## src/rtl/cwf_pkg.sv

```systemverilog
package cwf_pkg;

    typedef enum logic [2:0] {
        ST_IDLE   = 3'd0,
        ST_ADDR   = 3'd1,
        ST_ACCESS = 3'd2,
        ST_XFER   = 3'd3,
        ST_DONE   = 3'd4
    } cwf_state_e;

    typedef enum logic {
        ORD_CRIT_WRAP = 1'b0,
        ORD_LINEAR    = 1'b1
    } cwf_order_e;

endpackage

```

## src/rtl/cwf_phase_timer.sv

```systemverilog
module cwf_phase_timer #(
    parameter int CNT_W = 6
) (
    input  logic             clk,
    input  logic             rst_n,
    input  logic             load,
    input  logic [CNT_W-1:0] len,
    output logic             done
);
    logic [CNT_W-1:0] cnt_q;

    // load with len-1 so that a phase of len cycles ends with done high
    always_ff @(posedge clk or negedge rst_n) begin
        if (!rst_n) begin
            cnt_q <= '0;
        end else if (load) begin
            cnt_q <= len - CNT_W'(1);
        end else if (cnt_q != '0) begin
            cnt_q <= cnt_q - CNT_W'(1);
        end
    end

    assign done = (cnt_q == '0);
endmodule

```

## src/rtl/cwf_fetch_order.sv

```systemverilog
module cwf_fetch_order
    import cwf_pkg::*;
#(
    parameter int IDX_W = 2
) (
    input  cwf_order_e       order,
    input  logic [IDX_W-1:0] crit,
    input  logic [IDX_W-1:0] seq,
    output logic [IDX_W-1:0] idx
);
    // index arithmetic wraps modulo the line size by its width
    always_comb begin
        unique case (order)
            ORD_CRIT_WRAP: idx = crit + seq;
            ORD_LINEAR:    idx = seq;
            default:       idx = seq;
        endcase
    end
endmodule

```

## src/rtl/cwf_line_buf.sv

```systemverilog
module cwf_line_buf #(
    parameter int WORDS  = 4,
    parameter int DATA_W = 32,
    parameter int IDX_W  = 2
) (
    input  logic                    clk,
    input  logic                    rst_n,
    input  logic                    wr_en,
    input  logic [IDX_W-1:0]        wr_idx,
    input  logic [DATA_W-1:0]       wr_data,
    output logic [WORDS*DATA_W-1:0] line_words
);
    for (genvar w = 0; w < WORDS; w++) begin : g_word
        logic [DATA_W-1:0] word_q;

        always_ff @(posedge clk or negedge rst_n) begin
            if (!rst_n) begin
                word_q <= '0;
            end else if (wr_en && (wr_idx == IDX_W'(w))) begin
                word_q <= wr_data;
            end
        end

        assign line_words[w*DATA_W +: DATA_W] = word_q;
    end
endmodule

```

## src/rtl/cwf_refill_ctrl.sv

```systemverilog
module cwf_refill_ctrl
    import cwf_pkg::*;
#(
    parameter int ADDR_W     = 16,
    parameter int DATA_W     = 32,
    parameter int WORDS      = 4,
    parameter int ADDR_CYC   = 4,
    parameter int ACCESS_CYC = 56,
    parameter int XFER_CYC   = 4
) (
    input  logic                    clk,
    input  logic                    rst_n,
    input  logic                    miss_valid,
    output logic                    miss_ready,
    input  logic [ADDR_W-1:0]       miss_word_addr,
    input  logic [ADDR_W-1:0]       miss_line_addr,
    input  logic                    miss_mode,
    output logic                    mem_cmd_valid,
    output logic [ADDR_W-1:0]       mem_addr,
    output logic                    mem_data_take,
    input  logic [DATA_W-1:0]       mem_rdata,
    output logic                    fwd_valid,
    output logic [DATA_W-1:0]       fwd_data,
    output logic                    fill_done,
    output logic [WORDS*DATA_W-1:0] line_words
);
    localparam int IDX_W   = $clog2(WORDS);
    localparam int MAX_AB  = (ADDR_CYC > ACCESS_CYC) ? ADDR_CYC : ACCESS_CYC;
    localparam int MAX_LAT = (MAX_AB > XFER_CYC) ? MAX_AB : XFER_CYC;
    localparam int CNT_W   = $clog2(MAX_LAT + 1);

    cwf_state_e        state_q, state_d;
    cwf_order_e        order_q;
    logic [IDX_W-1:0]  crit_q;
    logic [IDX_W-1:0]  seq_q;
    logic [ADDR_W-1:0] line_q;
    logic [IDX_W-1:0]  fetch_idx;
    logic              fwd_valid_q;
    logic [DATA_W-1:0] fwd_data_q;
    logic              accept;
    logic              last_word;
    logic              tmr_load;
    logic [CNT_W-1:0]  tmr_len;
    logic              tmr_done;

    assign accept    = miss_valid && miss_ready;
    assign last_word = (seq_q == IDX_W'(WORDS - 1));

    // next-state logic
    always_comb begin
        state_d = state_q;
        unique case (state_q)
            ST_IDLE:   if (miss_valid) state_d = ST_ADDR;
            ST_ADDR:   if (tmr_done)   state_d = ST_ACCESS;
            ST_ACCESS: if (tmr_done)   state_d = ST_XFER;
            ST_XFER:   if (tmr_done)   state_d = last_word ? ST_DONE : ST_ADDR;
            ST_DONE:   state_d = ST_IDLE;
            default:   state_d = ST_IDLE;
        endcase
    end

    // state register
    always_ff @(posedge clk or negedge rst_n) begin
        if (!rst_n) begin
            state_q <= ST_IDLE;
        end else begin
            state_q <= state_d;
        end
    end

    // outputs and timer control
    always_comb begin
        miss_ready    = 1'b0;
        mem_cmd_valid = 1'b0;
        mem_data_take = 1'b0;
        fill_done     = 1'b0;
        tmr_load      = 1'b0;
        tmr_len       = CNT_W'(ADDR_CYC);
        unique case (state_q)
            ST_IDLE: begin
                miss_ready = 1'b1;
                tmr_load   = miss_valid;
                tmr_len    = CNT_W'(ADDR_CYC);
            end
            ST_ADDR: begin
                mem_cmd_valid = 1'b1;
                tmr_load      = tmr_done;
                tmr_len       = CNT_W'(ACCESS_CYC);
            end
            ST_ACCESS: begin
                tmr_load = tmr_done;
                tmr_len  = CNT_W'(XFER_CYC);
            end
            ST_XFER: begin
                mem_data_take = tmr_done;
                tmr_load      = tmr_done && !last_word;
                tmr_len       = CNT_W'(ADDR_CYC);
            end
            ST_DONE: begin
                fill_done = 1'b1;
            end
            default: begin
                miss_ready = 1'b0;
            end
        endcase
    end

    // miss capture, fetch sequencing and the forward register
    always_ff @(posedge clk or negedge rst_n) begin
        if (!rst_n) begin
            order_q     <= ORD_CRIT_WRAP;
            crit_q      <= '0;
            seq_q       <= '0;
            line_q      <= '0;
            fwd_valid_q <= 1'b0;
            fwd_data_q  <= '0;
        end else begin
            if (accept) begin
                order_q <= cwf_order_e'(miss_mode);
                crit_q  <= IDX_W'(miss_word_addr - miss_line_addr);
                line_q  <= miss_line_addr;
                seq_q   <= '0;
            end else if (mem_data_take && !last_word) begin
                seq_q <= seq_q + IDX_W'(1);
            end
            fwd_valid_q <= mem_data_take && (fetch_idx == crit_q);
            if (mem_data_take && (fetch_idx == crit_q)) begin
                fwd_data_q <= mem_rdata;
            end
        end
    end

    cwf_phase_timer #(
        .CNT_W (CNT_W)
    ) u_timer (
        .clk   (clk),
        .rst_n (rst_n),
        .load  (tmr_load),
        .len   (tmr_len),
        .done  (tmr_done)
    );

    cwf_fetch_order #(
        .IDX_W (IDX_W)
    ) u_order (
        .order (order_q),
        .crit  (crit_q),
        .seq   (seq_q),
        .idx   (fetch_idx)
    );

    cwf_line_buf #(
        .WORDS  (WORDS),
        .DATA_W (DATA_W),
        .IDX_W  (IDX_W)
    ) u_line (
        .clk        (clk),
        .rst_n      (rst_n),
        .wr_en      (mem_data_take),
        .wr_idx     (fetch_idx),
        .wr_data    (mem_rdata),
        .line_words (line_words)
    );

    assign mem_addr  = line_q + ADDR_W'(fetch_idx);
    assign fwd_valid = fwd_valid_q;
    assign fwd_data  = fwd_data_q;
endmodule

```

## config.mk

```make
export PLATFORM = sky130hd
export DESIGN_NAME = cwf_refill_ctrl
export DESIGN_NICKNAME = d
export VERILOG_FILES = /design/src/rtl/cwf_pkg.sv /design/src/rtl/cwf_phase_timer.sv /design/src/rtl/cwf_fetch_order.sv /design/src/rtl/cwf_line_buf.sv /design/src/rtl/cwf_refill_ctrl.sv
export SDC_FILE = /design/constraint.sdc
export NUM_CORES = 1
export LEC_CHECK = 0
export BUFFER_PORTS_ARGS = -buffer_cell sky130_fd_sc_hd__buf_2
export CAP_MARGIN = 15
export CORE_MARGIN = 5
export CORE_UTILIZATION = 48
export CTS_BUF_LIST = sky130_fd_sc_hd__clkbuf_4 sky130_fd_sc_hd__clkbuf_8
export DETAILED_ROUTE_END_ITERATION = 8
export GPL_TIMING_DRIVEN = 0
export PLACE_DENSITY = 0.8
export SYNTH_ARGS = -nofsm -noshare
export SYNTH_HDL_FRONTEND = slang
export SYNTH_SLANG_ARGS = --single-unit
```

## constraint.sdc

```tcl
create_clock -name clk -period 2.5 [get_ports clk]
set_input_delay 0.125 -clock clk [delete_from_list [all_inputs] [get_ports clk]]
set_output_delay 0.125 -clock clk [all_outputs]
set_load 0.01 [all_outputs]
```

# Word-level counts from Yosys, hierarchy flattened
# Cells that the tools add are included.
# op_classes
addsub	6
eq_ne	13
n_mux	17
bitwise_logic	1
n_reduce_logical	17
# ops
operator	n
6-bit two-way mux	3
16-bit by 2-bit adder with 16-bit output	1
3-bit two-way mux	5
3-bit one-hot mux with 4 select lines	1
6-bit by 1-bit subtractor with 6-bit output (second input constant)	2
1-bit logical AND	8
2-bit != test (second input constant)	4
2-bit equality test (second input constant)	3
3-bit by 2-bit equality test with 1-bit output (second input constant)	2
6-bit logical NOT	1
6-bit nonzero test	1
1-bit two-way mux	4
2-bit two-way mux	2
2-bit one-hot mux with 2 select lines	1
4-bit AND reduction	1
2-bit nonzero test	2
3-bit by 1-bit equality test with 1-bit output (second input constant)	1
3-bit equality test (second input constant)	1
3-bit logical NOT	1
1-bit one-hot mux with 3 select lines	1
2-bit by 1-bit adder with 2-bit output (second input constant)	1
2-bit adder	1
2-bit by 1-bit equality test with 1-bit output (second input constant)	1
2-bit equality test	1
other kinds (5)	5
# totals
regBits	191
in_bits	68
out_inout_bits	181
elab_cells	66

# Logic depth before layout (Yosys ltp)
# depth
ltp_word	5
mapped_depth	9
mapped_depth_nobuf	9

# By module
# From an unflattened synthesis, not the netlist that was laid out.
# unflattened
cells_unflattened	546
hier_area_um2	7772.5
# modules_own_cells
mod	n_inst	cells_per_inst	area_each_um2	seq_area_each_um2
cwf_line_buf	1	272	4744.6	3203.1
cwf_refill_ctrl	1	230	2611.3	1426.4
cwf_phase_timer	1	39	371.6	150.1
cwf_fetch_order	1	5	45.0	0.0

# Worst setup path before layout
# Ideal clock, no wire load.
# synth_path
path_type	register to output
startpoint	register crit_q[0]
endpoint	output mem_addr[15]
arrival_ns	2.354
required_ns	2.375
path_slack_ns	0.021
stages_incl_launch_ff	10
n_path_buf	0
path_cell_list	dfrtp_1 ha_1 xnor2_1 o21a_1 or2_2 ha_1 a21oi_1 nor3_1 nand4_1 xnor2_1
# synth_via
elab_chain_len	3
# synth_rtl
item	line	source
from (decl)	cwf_refill_ctrl.sv:34	logic [IDX_W-1:0] crit_q;
from (signal assigned)	cwf_refill_ctrl.sv:120	crit_q <= IDX_W'(miss_word_addr - miss_line_addr);
2-bit adder	cwf_fetch_order.sv:14	ORD_CRIT_WRAP: idx = crit + seq;
2-bit one-hot mux with 2 select lines	cwf_fetch_order.sv:13	unique case (order)
16-bit by 2-bit adder with 16-bit output	cwf_refill_ctrl.sv:165	assign mem_addr = line_q + ADDR_W'(fetch_idx);
to (decl)	cwf_refill_ctrl.sv:19	output logic [ADDR_W-1:0] mem_addr,
# Every way passes these cells.

# Worst setup path after layout
# layout_path
startpoint	register seq_q[0]
endpoint	output mem_addr[8]
# layout_via
elab_chain_len	3
# layout_rtl
item	line	source
from (decl)	cwf_refill_ctrl.sv:35	logic [IDX_W-1:0] seq_q;
from (signal assigned)	cwf_refill_ctrl.sv:124	seq_q <= seq_q + IDX_W'(1);
2-bit adder	cwf_fetch_order.sv:14	
2-bit one-hot mux with 2 select lines (*)	cwf_fetch_order.sv:13	
16-bit by 2-bit adder with 16-bit output (*)	cwf_refill_ctrl.sv:165	
# Every way passes the cells marked *; elsewhere a longest branch is shown, timed or not.

==> results.ini <==
[route]
drc = 0
num_vias = 5391
wl_per_cell_um = 18.0
drt_pre_antenna_iters = 4
postRouteAntennaNets = 0
drt_iter0_markers = 231
wl_um = 19500
via_per_inst = 4.99

[global_routing]
grtUsageTotal_pct = 20.4
grt_pass1_wl_um = 30100
gr-total-overflow = 0
first_global_vias = 5766
grt_antenna_before_repair = 0
grt_max_degree = 97

[floorplan]
coreArea_um2 = 15900
rows = 46
dieWidth_um = 138
io_pins = 249
dieArea_um2 = 19000
start_util_pct = 49.2
fp.dieH_um = 138

[sta]
hold_ws_ps = 79.9
fmax_mhz = 356
tns_ps = -3280
setup_ws_ps = -311
fin_crit_ps = 2810
relSlewSlack_pct = 51.4
rsz0062_at_grt = true
fin_skew_ps = 12.4
setup_viol = 15
worst_slew_pin_slew_ps = 729
finalHoldViolations = 0
finalCritPeriodShare_pct = 112
slew_viol_final = 0

[clock_tree]
clk_latency_ps = 450
cts_buffer_depth = 2
numCtsBuffers = 17
htree_levels = 4
path_clk_slew_ps = 100
root_buffer = clkbuf_8
cts_tree = done
clock_sinks = 191

[logic_synthesis]
ys_seq_elements = 191
syn-instance-count = 535
syn_avg_cell_area_um2 = 14.7
synth.distinct_cells = 47
ys_seq_area_share_pct = 60.9
yosysWarnings = 0
syn-cell-area_um2 = 7840
syn-num-nets = 610

[worst_hold_path]
hold_path_class = primary input to flop

[cells_and_area]
syn2layout_area_growth_pct = 33.6
layout_commonest_cell = buf_2
final_cell_mix = 233 x buf_2, 191 x dfrtp_1, 120 x mux2_2, 62 x nand2_1, 50 x dlygate4sd3_1
antenna-diode-count = 0
multi_input_area_um2 = 3040
fillerInstances = 1154
drive_gt1_share_pct = 54.5
seqCellArea_um2 = 4780
layout.nets = 926

[worst_setup_path]
crit_path_end = mem_addr[8]
cp_cell_sequence = ha_4 -> xnor2_4 -> o21a_2 -> or2_4 -> fa_2 -> nand2_4 -> nor2_4 -> and3_4 -> xor2_1 -> buf_2
worstPathMaxFanout = 2
cp-start-kind = flop
worstSetupEndpointType = primary output
worstSetupPathType = flop to primary output
critPathLaunch = seq_q[0]
reg2regPathDepth = 7
crit_slowest_cell = dfrtp_1
r2r-end = u_line.g_word[0].word_q[19]
critical_path.max_stage_delay_ps = 430
cp.arrival_ps = 2690
required_ps = 2380
reg2reg_from = crit_q[0]
r2r_setup_slack_ps = 0

[run_status]
status = complete, but fails checks
violations = setup timing

[place]
portBuffers = 234
dpl.hpwl_um = 13100
gp_congestion = 0.799

[power_and_ir_drop]
power_density_nw_per_um2 = 973
irDropWorstVdd_mv = 0.609
p_leak_nw = 5.62

[run]
maxCapViolations = 0

==> stage by stage <==
stage / power, mW / instance area, um^2 / instances / utilization [%] / setup WS [ps]
floorplan: 6.49 / 7840 / 535 / - / 20.8
global placement: 7.77 / 9280 / 985 / 58.2 / -1760
detailed placement: 7.92 / 9320 / 986 / 58.5 / -266
CTS: 10.2 / 10400 / 1079 / 65.1 / -309
global route: 10.8 / 10500 / 1080 / 65.7 / -424
finish: 10.2 / 10500 / 1080 / 65.7 / -311
==> final cells by class <==
type / count / share of cell area [%]
Buffer: 23 / 1.77
Clock buffer: 19 / 2.44
Clock inverter: 13 / 1.19
Inverter: 2 / 0.0716
Multi-Input combinational cell: 319 / 29.0
Sequential cell: 191 / 45.6
Tap cell: 216 / 2.58
Timing Repair Buffer: 297 / 17.3
==> routing by layer <==
layer  GRT usage [%]  routed length, um  vias up
met5               0                  0        -
met1            25.8               8170     2689
met4            4.61                169        0
met2            34.8               9690      186
met3            6.06               1460       13
li1                -                  -     2503
==> worst min-delay path by stage <==
| stage | start | endpoint | slack [ps] | cells after the start |
|---|---|---|---|---|
| after CTS | miss_word_addr[0] | crit_q[0] | 40 | 4 |
| after global placement | miss_line_addr[8] | line_q[8] | 320 | 3 |
| after global routing | miss_word_addr[0] | crit_q[0] | 70 | 4 |
| after floorplan | rst_n | crit_q[0] | -170 | 0 |
| after detailed placement | rst_n | u_line.g_word[2].word_q[11] | 200 | 1 |
| final | miss_word_addr[0] | crit_q[0] | 80 | 4 |
==> timing repair <==
item | CTS | global route
hold buffers | 50 | 0
buffers inserted | 11 | 1
setup endpoints to repair | 67 | 75
pin swaps | 18 | 12
hold endpoints to repair | 274 | 0
resized for setup | 21 | 19
==> cell families (layout without fill, tap and decap cells) <==
kind of cell | Yosys count | in the layout | synth area share (%)
and+or+nand+nor | 111 | 111 | 7.10
xor gates and xnor gates | 23 | 23 | 2.57
buffers and inverters | 25 | 354 | 2.12
adders and majority gates | 7 | 7 | 1.21
muxes | 162 | 162 | 24.7
DFF | 191 | 191 | 60.9
AOI/OAI and AO/OA | 16 | 16 | 1.37
==> worst max-delay path, delay by kind of cell, from the launching register on <==
kind,cells,cell delay [ps]
buf+inv,1,160
fa+ha+maj,2,570
simple gates,4,560
compound gates,1,240
flops,1,430
xor+xnor,2,290
==> cell usage after synthesis (all sizes together) <==
cell | count | area [um^2]
or2 | 1 | 6.26
xnor2 | 14 | 123
clkbuf | 6 | 22.5
a311oi | 1 | 8.76
nor4b | 1 | 23.8
nand3b | 2 | 15.0
nor2 | 7 | 26.3
nand4 | 4 | 25.0
o21ai | 5 | 25.0
nor2b | 1 | 6.26
o211a | 1 | 10.0
buf | 17 | 136
xor2 | 9 | 78.8
a31oi | 1 | 6.26
and2 | 2 | 13.8
or3 | 3 | 18.8
nor3b | 3 | 33.8
mux2i | 1 | 10.0
mux2 | 161 | 1930
and3 | 3 | 20.0
ha | 6 | 75.1
o31ai | 1 | 7.51
fa | 1 | 20.0
nand3 | 6 | 30.0
nand2b | 2 | 12.5
nor4 | 2 | 18.8
nor3 | 10 | 66.3
o21bai | 1 | 7.51
o311ai | 1 | 8.76
nand2 | 64 | 240
dfrtp | 191 | 4780
a21oi | 2 | 10.0
o21a | 1 | 7.51
inv | 2 | 7.51
a32oi | 1 | 8.76
a211oi | 1 | 7.51
==> state kept, by name, indices dropped and copies added, names as in the netlist <==
name / count
crit_q: 2
fwd_data: 32
fwd_valid: 1
line_q: 16
order_q: 1
seq_q: 2
state_q: 3
u_line.g_word.word_q: 128
u_timer.cnt_q: 6
==> power breakdown <==
| group | switching (mW) | internal, mW | total, mW |
|---|---|---|---|
| sequential | 0.613 | 3.99 | 4.61 |
| clock | 1.17 | 0.768 | 1.93 |
| combinational | 1.78 | 1.88 | 3.66 |
Power figures use the tool's default switching activity.
